**src/rtl/ea_pkg.sv**
```systemverilog
// Package: shared decoder state type and field codes.
// Assumes 8-bit addressing bytes with 2/3/3 field splits.
package ea_pkg;
    typedef enum logic [1:0] {
        ST_FIRST = 2'd0,   // waiting for the mode/register/selector byte
        ST_SCIDX = 2'd1,   // waiting for the scale/index/base byte
        ST_DISP  = 2'd2    // collecting displacement bytes
    } ea_state_t;

    localparam logic [1:0] MODE_NODISP = 2'b00;
    localparam logic [1:0] MODE_DISP8  = 2'b01;
    localparam logic [1:0] MODE_DISP32 = 2'b10;
    localparam logic [1:0] MODE_REG    = 2'b11;
    localparam logic [2:0] SEL_ESCAPE  = 3'b100;  // selector: scaled-index byte follows
    localparam logic [2:0] IDX_NONE    = 3'b100;  // index field: no index
endpackage

```
**src/rtl/ea_scaled_index.sv**
```systemverilog
// Module: scales an index register value by 2**scale.
// Assumes a 3-bit index code; code IDX_NONE yields zero.
module ea_scaled_index #(
    parameter int AW = 32
) (
    input  logic [2:0]    idx_code,
    input  logic [1:0]    scale,
    input  logic [AW-1:0] idx_data,
    output logic [AW-1:0] scaled
);
    import ea_pkg::*;

    // Purpose: drop the index when absent, otherwise shift by scale.
    always_comb begin
        if (idx_code == IDX_NONE) scaled = '0;
        else                      scaled = idx_data << scale;
    end
endmodule

```
**src/rtl/ea_disp_collector.sv**
```systemverilog
// Module: gathers displacement bytes, least significant first, and
// forms the sign-extended narrow or full-width displacement using the
// byte presented in the current cycle as the last one.
// Assumes AW is a multiple of 8 and NB = AW/8 >= 2.
module ea_disp_collector #(
    parameter int AW = 32,
    parameter int NB = AW / 8,
    parameter int PW = $clog2(NB)
) (
    input  logic          clk,
    input  logic          rst_n,
    input  logic          take,
    input  logic [PW-1:0] pos,
    input  logic [7:0]    byte_in,
    input  logic          wide,
    output logic [AW-1:0] disp_ext
);
    logic [7:0] low_q [NB-1];
    logic [AW-1:0] wide_val;

    for (genvar g = 0; g < NB - 1; g++) begin : g_low
        // Purpose: store byte g of the wide displacement.
        always_ff @(posedge clk) begin
            if (!rst_n)                                low_q[g] <= '0;
            else if (take && pos == PW'(g))            low_q[g] <= byte_in;
        end
    end

    // Purpose: assemble the stored low bytes with the current top byte.
    always_comb begin
        wide_val = '0;
        for (int i = 0; i < NB - 1; i++) wide_val[8*i +: 8] = low_q[i];
        wide_val[8*(NB-1) +: 8] = byte_in;
    end

    // Purpose: choose the full-width or the sign-extended single byte.
    always_comb begin
        if (wide) disp_ext = wide_val;
        else      disp_ext = {{(AW-8){byte_in[7]}}, byte_in};
    end
endmodule

```
**src/rtl/ea_byte_decoder.sv**
```systemverilog
// Module: byte-serial decoder of operand addressing bytes.
// Consumes one byte per valid cycle: first byte, optional scaled-index
// byte, optional 1- or AW/8-byte displacement. Reads registers through
// two asynchronous read ports addressed straight from byte_in. Reports a
// one-cycle done pulse the cycle after the final byte and is ready for
// a new first byte in that same cycle.
module ea_byte_decoder #(
    parameter int AW = 32,
    parameter int NB = AW / 8,
    parameter int PW = $clog2(NB),
    parameter int CW = $clog2(NB + 3)
) (
    input  logic          clk,
    input  logic          rst_n,
    input  logic          byte_valid,
    input  logic [7:0]    byte_in,
    output logic [2:0]    rf_base_sel,
    input  logic [AW-1:0] rf_base_data,
    output logic [2:0]    rf_index_sel,
    input  logic [AW-1:0] rf_index_data,
    output logic          done,
    output logic          is_reg,
    output logic [2:0]    rm_reg,
    output logic [2:0]    reg_op,
    output logic [AW-1:0] ea,
    output logic [CW-1:0] byte_count
);
    import ea_pkg::*;

    ea_state_t     state_q;
    logic [1:0]    mode_q;
    logic [2:0]    reg_q;
    logic [2:0]    rm_q;
    logic [AW-1:0] partial_q;
    logic [CW-1:0] cnt_q;
    logic [PW-1:0] dpos_q;

    logic [AW-1:0] scaled;
    logic [AW-1:0] disp_ext;
    logic          disp_last;

    logic          done_q, is_reg_q;
    logic [2:0]    rm_reg_q, reg_op_q;
    logic [AW-1:0] ea_q;
    logic [CW-1:0] count_q;

    // Purpose: base and selector share bits [2:0]; index sits in [5:3].
    assign rf_base_sel  = byte_in[2:0];
    assign rf_index_sel = byte_in[5:3];

    ea_scaled_index #(.AW(AW)) u_scale (
        .idx_code (byte_in[5:3]),
        .scale    (byte_in[7:6]),
        .idx_data (rf_index_data),
        .scaled   (scaled)
    );

    ea_disp_collector #(.AW(AW), .NB(NB), .PW(PW)) u_disp (
        .clk      (clk),
        .rst_n    (rst_n),
        .take     (byte_valid && state_q == ST_DISP),
        .pos      (dpos_q),
        .byte_in  (byte_in),
        .wide     (mode_q == MODE_DISP32),
        .disp_ext (disp_ext)
    );

    // Purpose: flag the final displacement byte for the current mode.
    assign disp_last = (mode_q == MODE_DISP8) || (dpos_q == PW'(NB - 1));

    // Purpose: sequence through the addressing bytes and register results.
    always_ff @(posedge clk) begin
        if (!rst_n) begin
            state_q   <= ST_FIRST;
            mode_q    <= '0;
            reg_q     <= '0;
            rm_q      <= '0;
            partial_q <= '0;
            cnt_q     <= '0;
            dpos_q    <= '0;
            done_q    <= 1'b0;
            is_reg_q  <= 1'b0;
            rm_reg_q  <= '0;
            reg_op_q  <= '0;
            ea_q      <= '0;
            count_q   <= '0;
        end else begin
            done_q <= 1'b0;
            if (byte_valid) begin
                unique case (state_q)
                    ST_FIRST: begin
                        mode_q <= byte_in[7:6];
                        reg_q  <= byte_in[5:3];
                        rm_q   <= byte_in[2:0];
                        cnt_q  <= CW'(1);
                        dpos_q <= '0;
                        if (byte_in[7:6] == MODE_REG) begin
                            done_q   <= 1'b1;
                            is_reg_q <= 1'b1;
                            rm_reg_q <= byte_in[2:0];
                            reg_op_q <= byte_in[5:3];
                            ea_q     <= '0;
                            count_q  <= CW'(1);
                        end else if (byte_in[2:0] == SEL_ESCAPE) begin
                            state_q <= ST_SCIDX;
                        end else if (byte_in[7:6] == MODE_NODISP) begin
                            done_q   <= 1'b1;
                            is_reg_q <= 1'b0;
                            rm_reg_q <= byte_in[2:0];
                            reg_op_q <= byte_in[5:3];
                            ea_q     <= rf_base_data;
                            count_q  <= CW'(1);
                        end else begin
                            partial_q <= rf_base_data;
                            state_q   <= ST_DISP;
                        end
                    end
                    ST_SCIDX: begin
                        cnt_q <= CW'(2);
                        if (mode_q == MODE_NODISP) begin
                            done_q   <= 1'b1;
                            is_reg_q <= 1'b0;
                            rm_reg_q <= rm_q;
                            reg_op_q <= reg_q;
                            ea_q     <= rf_base_data + scaled;
                            count_q  <= CW'(2);
                            state_q  <= ST_FIRST;
                        end else begin
                            partial_q <= rf_base_data + scaled;
                            state_q   <= ST_DISP;
                        end
                    end
                    ST_DISP: begin
                        cnt_q  <= cnt_q + CW'(1);
                        dpos_q <= dpos_q + PW'(1);
                        if (disp_last) begin
                            done_q   <= 1'b1;
                            is_reg_q <= 1'b0;
                            rm_reg_q <= rm_q;
                            reg_op_q <= reg_q;
                            ea_q     <= partial_q + disp_ext;
                            count_q  <= cnt_q + CW'(1);
                            state_q  <= ST_FIRST;
                        end
                    end
                    default: state_q <= ST_FIRST;
                endcase
            end
        end
    end

    assign done       = done_q;
    assign is_reg     = is_reg_q;
    assign rm_reg     = rm_reg_q;
    assign reg_op     = reg_op_q;
    assign ea         = ea_q;
    assign byte_count = count_q;
endmodule

```
**config.mk**
```make
export PLATFORM = sky130hd
export DESIGN_NAME = ea_byte_decoder
export DESIGN_NICKNAME = d
export VERILOG_FILES = /design/src/rtl/ea_pkg.sv /design/src/rtl/ea_scaled_index.sv /design/src/rtl/ea_disp_collector.sv /design/src/rtl/ea_byte_decoder.sv
export SDC_FILE = /design/constraint.sdc
export NUM_CORES = 1
export LEC_CHECK = 0
export BUFFER_PORTS_ARGS = -buffer_cell sky130_fd_sc_hd__buf_2
export CAP_MARGIN = 10
export CORE_ASPECT_RATIO = 0.7
export CORE_MARGIN = 1.5
export CORE_UTILIZATION = 54
export DETAILED_ROUTE_END_ITERATION = 7
export PLACE_DENSITY = 0.78
export SLEW_MARGIN = 15
export SYNTH_ARGS = -nofsm -noshare
export SYNTH_HDL_FRONTEND = slang
export SYNTH_SLANG_ARGS = --single-unit
```
**constraint.sdc**
```tcl
create_clock -name clk -period 3.64 [get_ports clk]
set_input_delay 0.182 -clock clk [delete_from_list [all_inputs] [get_ports clk]]
set_output_delay 0.182 -clock clk [all_outputs]
set_load 0.05 [all_outputs]
```
==> key figures, run 1 <==
STA
  • Fmax: roughly 280 MHz
  • Final period util: between 90% and 100%
  • RSZ-0062 raised after global routing: true
  • Slew Viols, Final: 0
  • Final Hold Violating Endpoints: 0
  • Minimum setup slack in the final design: 0.0713 ns
  • Max Clock Skew: roughly 0.010 ns
  • # setup viols final: 0
  • Minimum clock period: 3.57 ns
  • Worst Tran Pin Value: between 0.6 and 0.7 ns
  • Rel. slew slack: roughly 54%

Worst setup path
  • Largest delay share family, worst path: compound AO/OA/AOI/OAI gates
  • R2R depth: 13
  • WP data required: just under 4 ns
  • CP Launch Type: register
  • CP peak stage delay: 0.37 ns
  • Crit path buffers/inverters: 0
  • CP Capture Type: register
  • Critical Path Source: mode_q[1]
  • Setup CP Type: reg2reg
  • Reg2reg setup slack: between 0.07 and 0.08 ns
  • Slowest cell on the critical path: mux2_2
  • Crit path max fanout: 4
  • Critical path arrival: between 3 and 4 ns
  • R2R Path End: ea[24]
  • Worst reg2reg path startpoint: mode_q[1]
  • Crit path cell chain: nor2b_4 > mux2_2 > ha_2 > fa_2 > a21o_1 > a221oi_4 > o31ai_4 > a211oi_4 > o21ai_2 > a31oi_4 > xnor2_1 > a221oi_2 > a2111oi_2

Global routing
  • Overall global routing resource usage: around a third
  • First-pass GRT wire length: about 48000 µm
  • Number of global-route vias before repair: 9123
  • Maximum number of pins on one net before global-route repair: 44
  • GR Overflow Total: 0
  • Initial antenna violation count: 0

Floorplan
  • Initial core utilization: 55.9%
  • Die X: 163 µm
  • Core Region: 17400 µm²
  • IO Pins: 124
  • Std-Cell Rows: 40
  • Die H: between 100 and 150 µm
  • Die ar.: ~19000 µm²

Detailed routing
  • Antenna-violating nets left: 0
  • Drc violations: 0
  • Vias/cell: 6.42
  • Avg WL per Cell: 20.1 µm
  • DR pass1 iterations: 5
  • Number of DRC markers in iteration 0: about 1000
  • Via count: 9998
  • Final wirelength: approximately 31000 µm

Placed design
  • Routability cong.: around 0.96
  • Post-DP HPWL: 23300 µm
  • Place WS: -0.0498 ns
  • Port bufs: between 100 and 150

Power and ir drop
  • Sequential power share: between 20% and 30%
  • P_leak: between 0.005 and 0.006 µW
  • Switching Share: between 30% and 40%
  • Int Pwr: roughly 3200 µW
  • Switching pwr: just over 2000 µW
  • Clock power frac: just over 30%
  • Comb pwr share: 40.5%
  • Worst VDD drop: between 0.0003 and 0.0004 V
  • Total power: 5190 µW
  • Cell Pwr Density: around 450 nW/µm²

Job
  • Max Cap Viol: 0

CTS
  • CTS tree: done
  • Cts hold-fix bufs: 0
  • Clk_lat worst skew: ~0.42 ns
  • Clock Sinks: 114
  • Reg clk slew, reported paths: 0.06 ns
  • CTS buffer count: 17
  • Clock buffer depth: 2
  • CTS Root Cell: clkbuf_16
  • H-Tree Depth: 4

Layout
  • FF+latch area: ~2500 µm²
  • Nets: 1464
  • Antenna cells: 0
  • Fillers: 1461
  • Multi-input gate area: 6870 µm²
  • Fraction of layout cells with a size suffix above 1: 22.6%
  • Synth-to-layout area growth: 18.9%

Synthesis
  • Warnings, synthesis: 0
  • Synth Cell Area: between 9000 and 10000 µm²
  • EDFF count, synth: 24
  • Sequential-to-total area share from yosys stat: around 26%
  • Top-area cell type share of the netlist area: a little under a fifth
  • Synth cell count leaders: 147 x a21oi_1, 104 x nand2_1, 90 x dfxtp_1
  • Leading post-synthesis cells by cell area: dfxtp_1 19%, ha_1 9.5%, a21oi_1 7.6%
  • Synth area leader: dfxtp_1
  • Post-synth ARST share: 0%
  • Synth Register Bits: between 100 and 150
  • Syn nets: ~1300
  • Gate count of the mapped netlist: 1175
  • Most frequent cell after synthesis: a21oi_1
  • Post-synth top flop: dfxtp_1
  • Post-synth cell types: 84
  • Avg Inst Size Synth: roughly 8.3 µm²

Hold path
  • Hold Path Depth: 3
  • WHS Endpoint: partial_q[31]
  • Worst hold path type: in2reg
  • Hold Crit Start: rf_base_data[31]

Outcome
  • Status: completed
==> stage by stage <==
stage,std cells,TNS (ns),hold slack [ns],cell area [µm²],utilization [%]
2_1_floorplan,1175,0,0.329,9760,-
3_3_place_gp,1520,0,0.437,10900,62.8
3_5_place_dp,1520,-0.0715,0.454,10900,62.8
4_1_cts,1554,0,0.0944,11500,66.1
5_1_grt,1557,-0.0756,0.128,11600,66.5
6_report,1557,0,0.0915,11600,66.5
==> final cells by class <==
cell class,instances,share of cell area [%]
Sequential cell,114,21.8
Multi-Input combinational cell,956,59.4
Clock buffer,18,3.71
Inverter,25,0.811
Timing Repair Buffer,199,10.7
Tap cell,231,2.50
Clock inverter,14,1.11
==> layer usage <==
| layer | routed length, µm | GRT usage, % |
|---|---|---|
| met5 | 0 | 0 |
| met4 | 825 | 10.3 |
| met3 | 2900 | 6.42 |
| met2 | 13900 | 52.2 |
| met1 | 13700 | 45.6 |
==> worst max-delay path by stage <==
stage | endpoint | slack (ns) | cells past startpoint
2_1_floorplan | ea[24] | 0.01 | 15
3_3_place_gp | ea[24] | 0.02 | 13
3_5_place_dp | ea[24] | -0.05 | 13
4_1_cts | ea[24] | 0.005 | 13
5_1_grt | ea[24] | -0.06 | 13
6_report | ea[24] | 0.07 | 13
==> power by group through the flow <==
stage                     sequential, µW  clock [µW]  combinational [µW]
after global placement              1490           0                1990
after CTS                           1470        1610                2050
after floorplan                     1630           0                1280
after global routing                1480        1670                2270
final                               1470        1610                2100
after detailed placement            1490           0                2020
==> what timing repair did <==
action | 4_1_cts | 5_1_grt
pin swaps | 2 | 8
setup endpoints to repair | 1 | 6
gates cloned | 0 | 0
resized for setup | 2 | 11
buffers inserted | 2 | 3
==> worst register-to-register path, delay by kind of cell (launching register included) <==
kind / cells / cell delay, ns
adders and majority gates: 2 / 0.57
DFF: 1 / 0.34
and+or+nand+nor: 1 / 0.19
muxes: 1 / 0.37
AOI/OAI and AO/OA: 8 / 1.79
xor gates and xnor gates: 1 / 0.19
==> cells in the final DEF (no fill, tap or decap), drive strengths merged, types with 4 or more instances in the layout <==
master   Yosys  routed
nand2      105     105
clkinv       1       7
buf         15     199
ha          74      74
inv         24      28
o31ai        6       6
nor2        80      80
nor3        20      20
nand2b       6       6
xor2        17      17
mux4        28      28
clkbuf      65      18
mux2i       15      15
a211oi      22      22
a221oi      17      17
nor3b        5       5
o21bai       8       8
a21o        51      51
xnor2       39      39
a22oi        4       4
a21oi      149     149
and4         5       5
dfxtp       90      90
nand4        5       5
and2        22      22
o22ai        8       8
nor2b       38      38
o21ai       88      88
or3          6       6
edfxtp      24      24
o211ai       9       9
nand3       34      34
a2111oi      4       4
a32oi        5       5
and3        16      16
a31oi       18      18
mux2         7       7
==> cells by family after synthesis <==
family / Yosys count / synth area share [%]
adder cells (fa/ha/maj): 76 / 9.92
multiplexers: 50 / 8.83
buffers and inverters: 105 / 4.33
XOR/XNOR: 56 / 5.04
flip-flops: 114 / 25.9
AO/OA/AOI/OAI: 424 / 28.4
AND/OR/NAND/NOR: 350 / 17.6
(Power assumes the default switching activity.)
==> inputs of run 2 (changes only) <==
BUFFER_PORTS_ARGS = default   (was -buffer_cell sky130_fd_sc_hd__buf_2)
CORE_UTILIZATION = 55   (was 54)
DONT_BUFFER_PORTS = 1   (was default)
PLACE_DENSITY = 0.73   (was 0.78)
==> run 2 against run 1 <==
Compared with the run above: cell count shrank 6.0%; sequential share of layout area grew 0.38 points; clock power increased by 4%; sequential power grew 12%; design area shrank 1.7%; flip-flop and latch count is the same; global-route usage grew 1.9 points; wire length is 4.9% higher; critical endpoint unchanged; non-clock buffer count down 96.
==> key figures, run 2 (same netlist as run 1, synthesis figures left out) <==
STA
  • RSZ-0062 raised after global routing: true
  • Slew Viols, Final: 0 (unchanged)
  • Fmax: 281 MHz (+0.11%)
  • # setup viols final: 0 (unchanged)
  • Final Hold Violating Endpoints: 0 (unchanged)
  • Rel. slew slack: 44.3% (-9.3 points)
  • Worst Tran Pin Value: 0.834 ns (+0.145 ns)
  • Final period util: 97.9% (-0.11 points)
  • Minimum clock period: 3.56 ns (-0.00385 ns)
  • Max Clock Skew: 0.0115 ns (+0.00106 ns)

Power and ir drop
  • Comb pwr share: 35.4% (-5.1 points)
  • Int Pwr: 3170 µW (+0.39%)
  • P_leak: 0.00463 µW (-8.3%)
  • Cell Pwr Density: 451 nW/µm² (+0.55%)
  • Clock power frac: 32.5% (+1.4 points)
  • Switching Share: 38.2% (-0.93 points)
  • Sequential power share: 32.1% (+3.7 points)
  • Switching pwr: 1960 µW (-3.5%)
  • Worst VDD drop: 0.000338 V (+9.4%)

CTS
  • CTS Root Cell: clkbuf_16
  • H-Tree Depth: 4 (unchanged)
  • Clock buffer depth: 2 (unchanged)
  • CTS tree: done
  • Clk_lat worst skew: 0.42 ns (about the same)
  • Clock Sinks: 114 (unchanged)
  • Reg clk slew, reported paths: 0.06 ns (about the same)
  • CTS buffer count: 17 (unchanged)

Worst setup path
  • Critical path arrival: 3.86 ns (-0.03 ns)
  • WP data required: 3.94 ns (-0.02 ns)
  • Crit path max fanout: 16 (+12)
  • CP Capture Type: register
  • Setup CP Type: reg2reg
  • CP Launch Type: register
  • Crit path cell chain: nor2b_4 > buf_6 > buf_12 > mux2_4 > fa_2 > a21o_1 > a221oi_4 > o31ai_4 > a211oi_4 > o21ai_2 > a31oi_4 > xnor2_2 > a221oi_2 > a2111oi_2
  • Slowest cell on the critical path: a2111oi_2
  • CP peak stage delay: 0.41 ns (+0.04 ns)

Floorplan
  • Initial core utilization: 56.5% (+0.65 points)
  • Die X: 162 µm (-0.90%)
  • Core Region: 17200 µm² (-1.1%)
  • Std-Cell Rows: 40 (unchanged)
  • Die ar.: 18500 µm² (-1.8%)
  • Die H: 114 µm (-0.89%)
  • IO Pins: 124 (unchanged)

Placed design
  • Port bufs: 0 (-100%)
  • Post-DP HPWL: 22600 µm (-3.0%)
  • Placed Area: 10000 µm² (-8.2%)
  • Routability cong.: 0.999 (+4.2%)

Layout
  • Final Util: 66.1% (-0.35 points)
  • Most common cell after layout, fill and taps aside: a21oi_1
  • FF+latch area: 2520 µm² (about the same)
  • Fraction of layout cells with a size suffix above 1: 12.6% (-10 points)
  • Fin area: 11400 µm² (-1.7%)
  • Fillers: 1467 (+0.41%)
  • Multi-input gate area: 6940 µm² (+1.0%)
  • Synth-to-layout area growth: 17.0%
  • Commonest non-fill, non-tap cells in the layout: 146 x a21oi_1, 104 x nand2_1, 89 x dfxtp_1, 78 x o21ai_0, 77 x nor2_1
  • Nets: 1368 (-6.6%)

Job
  • Max Cap Viol: 0 (unchanged)

Global routing
  • GR Overflow Total: 0 (unchanged)
  • First-pass GRT wire length: 49800 µm (+2.7%)
  • Number of global-route vias before repair: 9073 (-0.55%)
  • Maximum number of pins on one net before global-route repair: 42 (-4.5%)
  • Initial antenna violation count: 1 (+1)
  • Overall global routing resource usage: 34.9% (+1.9 points)

Detailed routing
  • DR pass1 iterations: 5 (unchanged)
  • Number of DRC markers in iteration 0: 1022 (+0.49%)
  • Via count: 9740 (-2.6%)
  • Drc violations: 0 (unchanged)
  • Avg WL per Cell: 22.5 µm (+12%)
  • Antenna-violating nets left: 0 (unchanged)
  • Vias/cell: 6.66 (+3.7%)
  • Final wirelength: 32900 µm (+4.9%)

Outcome
  • Status: completed

Hold path
  • Worst hold path type: in2reg
-- run 2: changes by cell type in the layout (fill, tap and decap cells not counted), sizes merged --
cell	previous run	this run
buf	199	49
clkbuf	18	20
clkinv	7	6
diode	0	2
dlygate4sd3	0	53
-- run 2: worst max-delay path, delay by kind of cell (launching register included) --
| kind | cells | cell delay, ns |
|---|---|---|
| adder cells (fa/ha/maj) | 1 | 0.38 |
| AO/OA/AOI/OAI | 8 | 1.82 |
| buffers and inverters | 2 | 0.27 |
| AND/OR/NAND/NOR | 1 | 0.17 |
| XOR/XNOR | 1 | 0.14 |
| multiplexers | 1 | 0.33 |
| flip-flops | 1 | 0.32 |
-- run 2: path summary, 6_finish.rpt --
check	from	slack (ns)	cells after the start	to
max	mode_q[1]	0.08	14	ea[24]
min	rf_base_data[4]	0.005	2	ea[4]
max reg2reg	mode_q[1]	0.08	14	ea[24]
min reg2reg	rm_q[0]	0.47	2	rm_q[0]
-- run 2: cell type report --
type                    count  area share (%)
diodes                      2          0.0440
inverters                  25           0.824
multi-input cells         956            61.0
well taps                 231            2.54
clock inverters            13            1.09
repair buffers            103            8.36
flip-flops and latches    114            22.2
clock buffers              19            3.99
-- run 2: what timing repair did --
item	CTS	global route
pin swaps	4	13
hold buffers	54	0
gates resized for setup	9	18
endpoints found under the setup margin	7	12
cloned	0	1
endpoints found under the hold margin	78	0
setup buffers	1	7
-- run 2: power by group through the flow --
stage | Clock [µW] | Sequential [µW] | Combinational, µW
2_1_floorplan | 0 | 1630 | 1280
3_3_place_gp | 0 | 1670 | 1600
3_5_place_dp | 0 | 1670 | 1610
4_1_cts | 1670 | 1640 | 1730
5_1_grt | 1720 | 1660 | 1960
6_report | 1670 | 1650 | 1820
-- run 2: through the flow --
step	hold WS, ns	TNS [ns]	worst slack, ns	power (µW)	cells
2_1_floorplan	0.329	0	0.0117	2910	1175
3_3_place_gp	0.294	-0.0995	-0.0610	3270	1366
3_5_place_dp	0.290	-0.419	-0.222	3280	1366
4_1_cts	0.000396	-0.00823	-0.00823	5040	1453
5_1_grt	0.00791	-0.0566	-0.0549	5340	1461
6_report	0.00522	0	0.0751	5130	1463
-- run 2: per-layer routing --
metal	global-route usage, %	part of all wire, %
met1	47.7	43
met2	54.5	44
met3	8.58	9.3
met4	10.8	3.2
met5	0	0
